$ cat src/rtl/sigcrc_pkg.sv
package sigcrc_pkg;
  localparam int SIG_W = 64;
  localparam int HALF_W = SIG_W / 2;

  typedef enum logic [1:0] {
    MODE_CAPT = 2'd0,
    MODE_RSV1 = 2'd1,
    MODE_RSV2 = 2'd2,
    MODE_FULL = 2'd3
  } mode_e;

  localparam logic [7:0] OFF_CTRL0  = 8'h00;
  localparam logic [7:0] OFF_CTRL2  = 8'h10;
  localparam logic [7:0] OFF_STAT   = 8'h28;
  localparam logic [7:0] OFF_SIG_LO = 8'h60;
  localparam logic [7:0] OFF_SIG_HI = 8'h64;
  localparam logic [7:0] OFF_RES_LO = 8'h68;
  localparam logic [7:0] OFF_RES_HI = 8'h6C;

  // Serial-equivalent fold, data MSB first, unrolled into one clock
  function automatic logic [SIG_W-1:0] crc_fold(input logic [SIG_W-1:0] s,
                                               input logic [SIG_W-1:0] d,
                                               input logic [SIG_W-1:0] poly);
    logic [SIG_W-1:0] acc;
    logic fb;
    acc = s;
    for (int i = SIG_W - 1; i >= 0; i--) begin
      fb  = acc[SIG_W-1] ^ d[i];
      acc = {acc[SIG_W-2:0], 1'b0} ^ (fb ? poly : '0);
    end
    return acc;
  endfunction

  function automatic logic [HALF_W-1:0] lane_mask(input logic [HALF_W/8-1:0] be);
    logic [HALF_W-1:0] m;
    for (int b = 0; b < HALF_W / 8; b++) m[b*8 +: 8] = {8{be[b]}};
    return m;
  endfunction
endpackage

$ cat src/rtl/sigcrc_ctrl.sv
module sigcrc_ctrl
  import sigcrc_pkg::*;
#(
  parameter int DW = 32
) (
  input  logic          clk,
  input  logic          rst_n,
  input  logic          wr_ctrl0,
  input  logic          wr_ctrl2,
  input  logic          wr_stat,
  input  logic [DW-1:0] wdata,
  input  logic          be0,
  input  logic          fold_evt,
  output logic          soft_rst,
  output mode_e         mode,
  output logic          done
);
  always_ff @(posedge clk or negedge rst_n) begin
    if (!rst_n) begin
      soft_rst <= 1'b0;
      mode     <= MODE_CAPT;
      done     <= 1'b0;
    end else begin
      if (wr_ctrl0 && be0) soft_rst <= wdata[0];
      if (wr_ctrl2 && be0) mode <= mode_e'(wdata[1:0]);
      if (fold_evt) done <= 1'b1;
      else if (wr_stat && be0 && wdata[0]) done <= 1'b0;
    end
  end
endmodule

$ cat src/rtl/sigcrc_sig.sv
module sigcrc_sig
  import sigcrc_pkg::*;
#(
  parameter logic [SIG_W-1:0] POLY = 64'h1B
) (
  input  logic                clk,
  input  logic                rst_n,
  input  logic                soft_rst,
  input  logic                full_mode,
  input  logic                wr_lo,
  input  logic                wr_hi,
  input  logic [HALF_W-1:0]   wdata,
  input  logic [HALF_W/8-1:0] be,
  output logic                fold_evt,
  output logic [SIG_W-1:0]    sig,
  output logic [SIG_W-1:0]    res
);
  logic [HALF_W-1:0] mask, mdata;
  logic [SIG_W-1:0]  fold_word, fold_next;

  always_comb begin
    mask      = lane_mask(be);
    mdata     = wdata & mask;
    fold_word = wr_hi ? {mdata, {HALF_W{1'b0}}} : {{HALF_W{1'b0}}, mdata};
    fold_evt  = (wr_lo || wr_hi) && full_mode && !soft_rst;
    fold_next = crc_fold(sig, fold_word, POLY);
  end

  always_ff @(posedge clk or negedge rst_n) begin
    if (!rst_n) begin
      sig <= '0;
      res <= '0;
    end else if (soft_rst) begin
      sig <= '0;
    end else if (fold_evt) begin
      sig <= fold_next;
      res <= fold_next;
    end else if (wr_lo) begin
      sig[HALF_W-1:0] <= (sig[HALF_W-1:0] & ~mask) | mdata;
    end else if (wr_hi) begin
      sig[SIG_W-1:HALF_W] <= (sig[SIG_W-1:HALF_W] & ~mask) | mdata;
    end
  end
endmodule

$ cat src/rtl/sig_crc_engine.sv
module sig_crc_engine
  import sigcrc_pkg::*;
#(
  parameter int AW = 8,
  parameter int DW = 32,
  parameter logic [63:0] POLY = 64'h1B
) (
  input  logic          clk,
  input  logic          rst_n,
  input  logic          bus_sel,
  input  logic          bus_we,
  input  logic [AW-1:0] bus_addr,
  input  logic [DW/8-1:0] bus_be,
  input  logic [DW-1:0] bus_wdata,
  output logic [DW-1:0] bus_rdata,
  output logic          bus_ready
);
  logic       wr;
  logic       soft_rst, done, fold_evt;
  mode_e      mode;
  logic [SIG_W-1:0] sig, res;

  assign wr        = bus_sel && bus_we;
  assign bus_ready = 1'b1;

  sigcrc_ctrl #(.DW(DW)) ctrl_i (
    .clk(clk), .rst_n(rst_n),
    .wr_ctrl0(wr && bus_addr == AW'(OFF_CTRL0)),
    .wr_ctrl2(wr && bus_addr == AW'(OFF_CTRL2)),
    .wr_stat (wr && bus_addr == AW'(OFF_STAT)),
    .wdata(bus_wdata), .be0(bus_be[0]), .fold_evt(fold_evt),
    .soft_rst(soft_rst), .mode(mode), .done(done)
  );

  sigcrc_sig #(.POLY(POLY)) sig_i (
    .clk(clk), .rst_n(rst_n), .soft_rst(soft_rst),
    .full_mode(mode == MODE_FULL),
    .wr_lo(wr && bus_addr == AW'(OFF_SIG_LO)),
    .wr_hi(wr && bus_addr == AW'(OFF_SIG_HI)),
    .wdata(bus_wdata), .be(bus_be),
    .fold_evt(fold_evt), .sig(sig), .res(res)
  );

  always_comb begin
    bus_rdata = '0;
    case (bus_addr)
      AW'(OFF_CTRL0):  bus_rdata = DW'(soft_rst);
      AW'(OFF_CTRL2):  bus_rdata = DW'(mode);
      AW'(OFF_STAT):   bus_rdata = DW'(done);
      AW'(OFF_SIG_LO): bus_rdata = sig[HALF_W-1:0];
      AW'(OFF_SIG_HI): bus_rdata = sig[SIG_W-1:HALF_W];
      AW'(OFF_RES_LO): bus_rdata = res[HALF_W-1:0];
      AW'(OFF_RES_HI): bus_rdata = res[SIG_W-1:HALF_W];
      default:         bus_rdata = '0;
    endcase
  end
endmodule

$ cat config.mk
export PLATFORM = sky130hd
export DESIGN_NAME = sig_crc_engine
export DESIGN_NICKNAME = d
export VERILOG_FILES = /design/src/rtl/sigcrc_pkg.sv /design/src/rtl/sigcrc_ctrl.sv /design/src/rtl/sigcrc_sig.sv /design/src/rtl/sig_crc_engine.sv
export SDC_FILE = /design/constraint.sdc
export NUM_CORES = 1
export LEC_CHECK = 0
export ABC_AREA = 1
export BUFFER_PORTS_ARGS = -buffer_cell sky130_fd_sc_hd__buf_2
export CAP_MARGIN = 30
export CORE_MARGIN = 4
export CORE_UTILIZATION = 60
export CTS_CLUSTER_DIAMETER = 200
export DETAILED_ROUTE_END_ITERATION = 7
export PLACE_DENSITY = 0.82
export SETUP_SLACK_MARGIN = 0.3
export SLEW_MARGIN = 20
export SYNTH_ARGS = -nofsm -noshare
export SYNTH_HDL_FRONTEND = slang
export SYNTH_SLANG_ARGS = --single-unit
export TNS_END_PERCENT = 100
$ cat constraint.sdc
create_clock -name clk -period 2.5 [get_ports clk]
set_clock_uncertainty 0.05 [all_clocks]
set_input_delay 0.25 -clock clk [delete_from_list [all_inputs] [get_ports clk]]
set_output_delay 0.25 -clock clk [all_outputs]
set_load 0.05 [all_outputs]
# After elaboration in Yosys (flattened, before gate mapping)
# Index checks and enable logic that the tools add are counted.
# word_totals
ff_bits	132
latch_bits	0
ram_bits	0
rom_bits	0
out_inout_bits	33
memories	0
# classes
n_addsub	0
multipliers	0
div_mod_pow	0
order_cmp	0
n_eq_ne	8
shifts	0
muxes	73
bitwise_logic	135
reduce_logical	20
# ops
operator	n
$xor A64 B64 Y64	64
$mux W5	64
$pmux W32 S7	1
$mux W64	3
$and A32 B32 Y32	3
$mux W32	3
$or A32 B32 Y32	2
$xor A1 B1 Y1	64
$eq A8 B7 Y1 const B	4
$not A32 Y32	1
$logic_and A1 B1 Y1	12
$eq A8 B5 Y1 const B	1
$eq A8 B6 Y1 const B	1
$logic_not A8 Y1	1
$reduce_bool A3 Y1	2
$reduce_and A2 Y1	2
$ne A3 B3 Y1 const B	1
$eq A2 B2 Y1 const B	1
$mux W1	2
$reduce_bool A2 Y1	1
$logic_not A1 Y1	1
$logic_or A1 B1 Y1	1
$not A1 Y1	1

# Logic depth before layout (Yosys ltp)
# depth
ltp_word	197
mapped_depth	21
ltp_nobuf	20

# By module
# From an unflattened synthesis, not the netlist that was laid out.
# hier_totals
cells_unflattened	1396
area_unflattened_um2	9853.2
# modules_own_cells
module	instances	cells_per_inst	area_each_um2
sigcrc_sig	1	1134	8408.1
sig_crc_engine	1	244	1287.5
sigcrc_ctrl	1	18	157.7

# Least setup slack after synthesis
# Ideal clock, no wire load.
# synth_timing
path_type	input-to-output
startpoint	input bus_addr[2]
endpoint	output bus_rdata[19]
arrival_ns	2.187
t_required_ns	2.200
slack_ns	0.013
path_stages	8
n_path_buf	1
path_cell_list	nor2_1 -> inv_1 -> nor3_1 -> clkinv_1 -> clkbuf_1 -> o22ai_1 -> a21oi_1 -> o21ai_0
# synth_via
elab_chain_cells	2
# synth_rtl
element	line_no	rtl
start, declared	sig_crc_engine.sv:12	input logic [AW-1:0] bus_addr,
$eq A8 B7 Y1, or another cell as far along	sig_crc_engine.sv:46	case (bus_addr)
$pmux W32 S7 *	sig_crc_engine.sv:46	
end, declared	sig_crc_engine.sv:15	output logic [DW-1:0] bus_rdata,
# Every way passes the cells marked *; elsewhere a longest branch is shown, timed or not.

# Worst setup path in the final report
# layout_timing
startpoint	input bus_addr[4]
endpoint	register sig_i.sig[31]
# layout_via
elab_chain_cells	39
# layout_rtl
element	line_no	rtl
$eq A8 B7 Y1	sig_crc_engine.sv:39	.wr_hi(wr && bus_addr == AW'(OFF_SIG_HI)),
$logic_and A1 B1 Y1	sig_crc_engine.sv:39	
$mux W64	sigcrc_sig.sv:24	fold_word = wr_hi ? {mdata, {HALF_W{1'b0}}} : {{HALF_W{1'b0}}, mdata};
$xor A1 B1 Y1	sigcrc_pkg.sv:28	fb = acc[SIG_W-1] ^ d[i];
$mux W5	sigcrc_pkg.sv:29	acc = {acc[SIG_W-2:0], 1'b0} ^ (fb ? poly : '0);
$xor A64 B64 Y64 (32 in a row)	sigcrc_pkg.sv:29	
$mux W64	sigcrc_sig.sv:35	end else if (fold_evt) begin
$mux W64	sigcrc_sig.sv:33	end else if (soft_rst) begin
end signal, assigned	sigcrc_sig.sv:36	sig <= fold_next;
end signal, assigned by index	sigcrc_sig.sv:39	sig[HALF_W-1:0] <= (sig[HALF_W-1:0] & ~mask) | mdata;
end signal, assigned by index	sigcrc_sig.sv:41	sig[SIG_W-1:HALF_W] <= (sig[SIG_W-1:HALF_W] & ~mask) | mdata;
end, declared	sigcrc_sig.sv:15	output logic [SIG_W-1:0] sig,
# Several ways; a longest one is shown, not always the timed one.
# A chain may end at the register's enable or synchronous reset.

==> results by group <==
Route
  • DR vias: 9,883
  • Residual DRC count: 2
  • Routed Antenna Nets: 0
  • WL/cell: 17.35 um
  • First DRT Iteration DRCs: 1,098
  • First-pass DRT Iterations: 8
  • DR vias/cell: 5.827
  • Post-Route WL: 29.42 mm

Pwr
  • Switching power: 2941 uW
  • Comb power frac: 35.4%
  • Internal power: 4993 uW
  • PnR Total Power: 7934 uW
  • PD cells: 704.1 nW/um^2
  • Switching Fraction: 37.07%
  • Clk pwr share: 32.6%
  • Reg power frac: 32.0%
  • Leak Pwr: 0.005746 uW
  • Max VDD drop: 0.5520 mV

STA
  • Fin Hold WS: 0.02729 ns
  • Setup violators final: 0
  • Final min period: 2.153 ns
  • Count of pins over their slew limit: 0
  • Fin. Hold Viols: 0
  • RSZ-0062 raised after global routing: true
  • Fin crit share: 86.13%
  • Fmax: 0.4644 GHz
  • Setup TNS Final: 0 ns

Setup path
  • CP Capture Type: register
  • Critical path data arrival time: 2.38 ns
  • Register-to-Register Path Depth: 9
  • Crit path launch: bus_addr[4]
  • Worst Path Max Fanout: 25
  • FF-to-FF End: sig_i.sig[56]$_DFFE_PN0P_
  • Startpoint types: input port
  • End of the critical path: sig_i.sig[31]$_DFFE_PN0P_
  • Req. time, crit path: 2.73 ns
  • Reg2Reg Launch Point: ctrl_i.soft_rst$_DFFE_PN0P_
  • Critical path class: in2reg
  • Reg2reg setup slack: 0.47 ns

Yosys
  • Ys Warns: 0
  • Synth async-reset ratio: 100.0%
  • Mapped Avg Cell Area: 6.877 um^2
  • Share of the synthesized area in the top cell type: 34.68%
  • Area leader, netlist: dfrtp_1
  • Yosys reg bits: 132
  • Commonest register cell after synthesis: dfrtp_1
  • Post-synth cell types: 35
  • Mapped Nets: 1,433
  • Commonest cells post-synth: nand2_1 (446), o21ai_0 (174), inv_1 (139)
  • Sequential fraction of the synthesis area: 34.68%
  • Post-synth design cell area: 9524 um^2
  • EDFF count, synth: 0
  • Synth area leaders: dfrtp_1 (35%), nand2_1 (18%), o21ai_0 (9.1%), xor2_1 (7.5%), inv_1 (5.5%)
  • Cells after synthesis: 1,385
  • Most numerous cell in the Yosys netlist: nand2_1

Global routing
  • First-pass GRT wire length: 46.60 mm
  • Vias in the first global route: 9,261
  • Initial antenna violation count: 0
  • Overall Global Routing Usage: 32.60%
  • Largest net degree at the start of global routing: 60
  • Gr ovfl total: 0

Clock tree
  • CTS H-tree lvls: 4
  • CTS tree: done
  • Clock transition at the registers of the reported paths: 0.06 ns
  • Clk_lat worst skew: 0.43 ns
  • CTS max path bufs: 2
  • CTS root buffer: clkbuf_16
  • Clock Sinks: 132
  • Total CTS buffers: 17

Floorplan
  • DIE AREA: 17,950 um^2
  • Core area: 15,370 um^2
  • Rows: 45
  • Die height: 134.0 um
  • I/O Pins: 81
  • Initial Util: 61.96%
  • Die Wd: 134.0 um

Worst hold path
  • Hold crit path type: in2reg

Run status
  • Failing checks: DRC
  • Status: finished with violations

Layout
  • ANT cells: 0
  • Non-filler instance count after layout: 1,696
  • Nets: 1,520
  • Syn-to-layout area delta: 18.31%
  • Share of cells above drive strength 1: 14.75%

Job
  • Max Cap Violations: 0

Placement
  • Placed cells: 1,662
  • PortBufs: 79
  • GPL Wtd Cong: 0.8957
  • Detail Placement HPWL: 19.89 mm
[worst max-delay path, stage by stage]
cell	delay [ns]
buf_2	0.12
inv_1	0.09
nand2_2	0.08
nor2_4	0.16
nand3_4	0.14
buf_4	0.27
nand3_1	0.12
xor2_1	0.30
xnor2_1	0.20
inv_1	0.13
o21ai_0	0.25
nand2_1	0.08
nand2_1	0.07
o21ai_0	0.10
[cells in the final DEF (no fill, tap or decap), drive strengths merged, types with 3 or more instances in the layout]
cell,n
clkinv,4
a221o,19
nor2,86
a21oi,21
o2111ai,3
nand4,8
o22ai,23
nand2,448
dfrtp,132
or2,12
xnor2,34
clkbuf,35
a221oi,8
o21ai,183
nand3,99
inv,142
buf,121
nor3,4
xor2,91
[metrics by stage]
stage | utilization, % | setup slack [ns] | cell area [um^2]
2_1_floorplan | - | 0.1676 | 9538
3_3_place_gp | 67.56 | 0.03059 | 10390
3_5_place_dp | 67.56 | -0.03061 | 10390
4_1_cts | 71.69 | 0.2912 | 11020
5_1_grt | 73.31 | 0.2255 | 11270
6_report | 73.31 | 0.3467 | 11270
[power groups by stage]
stage                     clock network, uW  registers, uW  logic, uW
after global placement                    0           2550       2580
final                                  2590           2540       2810
after floorplan                           0           2520       1990
after CTS                              2580           2530       2690
after detailed placement                  0           2560       2650
after global routing                   2680           2570       3140
[state kept, by name, indices dropped and copies added, names as in the netlist]
register / flops
ctrl_i.done: 1
ctrl_i.mode: 2
sig_i.sig: 64
ctrl_i.soft_rst: 1
sig_i.res: 64
[how the worst min path moves through the flow]
stage          slack (ns)  cells after the start    startpoint                          to
2_1_floorplan        -0.1                      0         rst_n     ctrl_i.done$_DFFE_PN0P_
4_1_cts              0.03                      2  bus_wdata[1]  ctrl_i.mode[1]$_DFFE_PN0P_
6_report             0.03                      2  bus_wdata[1]  ctrl_i.mode[1]$_DFFE_PN0P_
3_5_place_dp         0.17                      1         rst_n   sig_i.sig[39]$_DFFE_PN0P_
3_3_place_gp         0.16                      1         rst_n   sig_i.sig[40]$_DFFE_PN0P_
5_1_grt              0.03                      2  bus_wdata[1]  ctrl_i.mode[1]$_DFFE_PN0P_
[final cells by class]
cell class	count	area, um^2
multi-input cells	1046	5554
repair buffers	132	996.0
inverters	143	541.8
well taps	211	264.0
clock buffers	25	515.5
clock inverters	7	93.84
flip-flops and latches	132	3303
fillers	1245	4103
[metal layers]
layer	vias up	global-route usage (%)	share of wire (%)
met5	-	0	0
met4	0	15.43	4.4
met3	107	5.964	9.9
met2	570	53.12	47
met1	4586	42.21	39
li1	4620	-	-
[what timing repair did]
item                                   4_1_cts  5_1_grt
endpoints found under the hold margin       42        0
hold buffers                                 1        0
setup endpoints to repair                    8       57
buffers inserted                             0        1
gates resized for setup                      6       64
pin swaps                                    0        3
[kinds of logic after synthesis]
kind of cell           Yosys count  synth area share (%)
AO/OA/AOI/OAI                  260                 15.49
other                            1               0.03937
XOR/XNOR                       125                 12.20
buffers and inverters          207                 8.933
AND/OR/NAND/NOR                659                 28.53
flip-flops                     132                 34.68
multiplexers                     1                0.1182
Power figures use the tool's default switching activity.
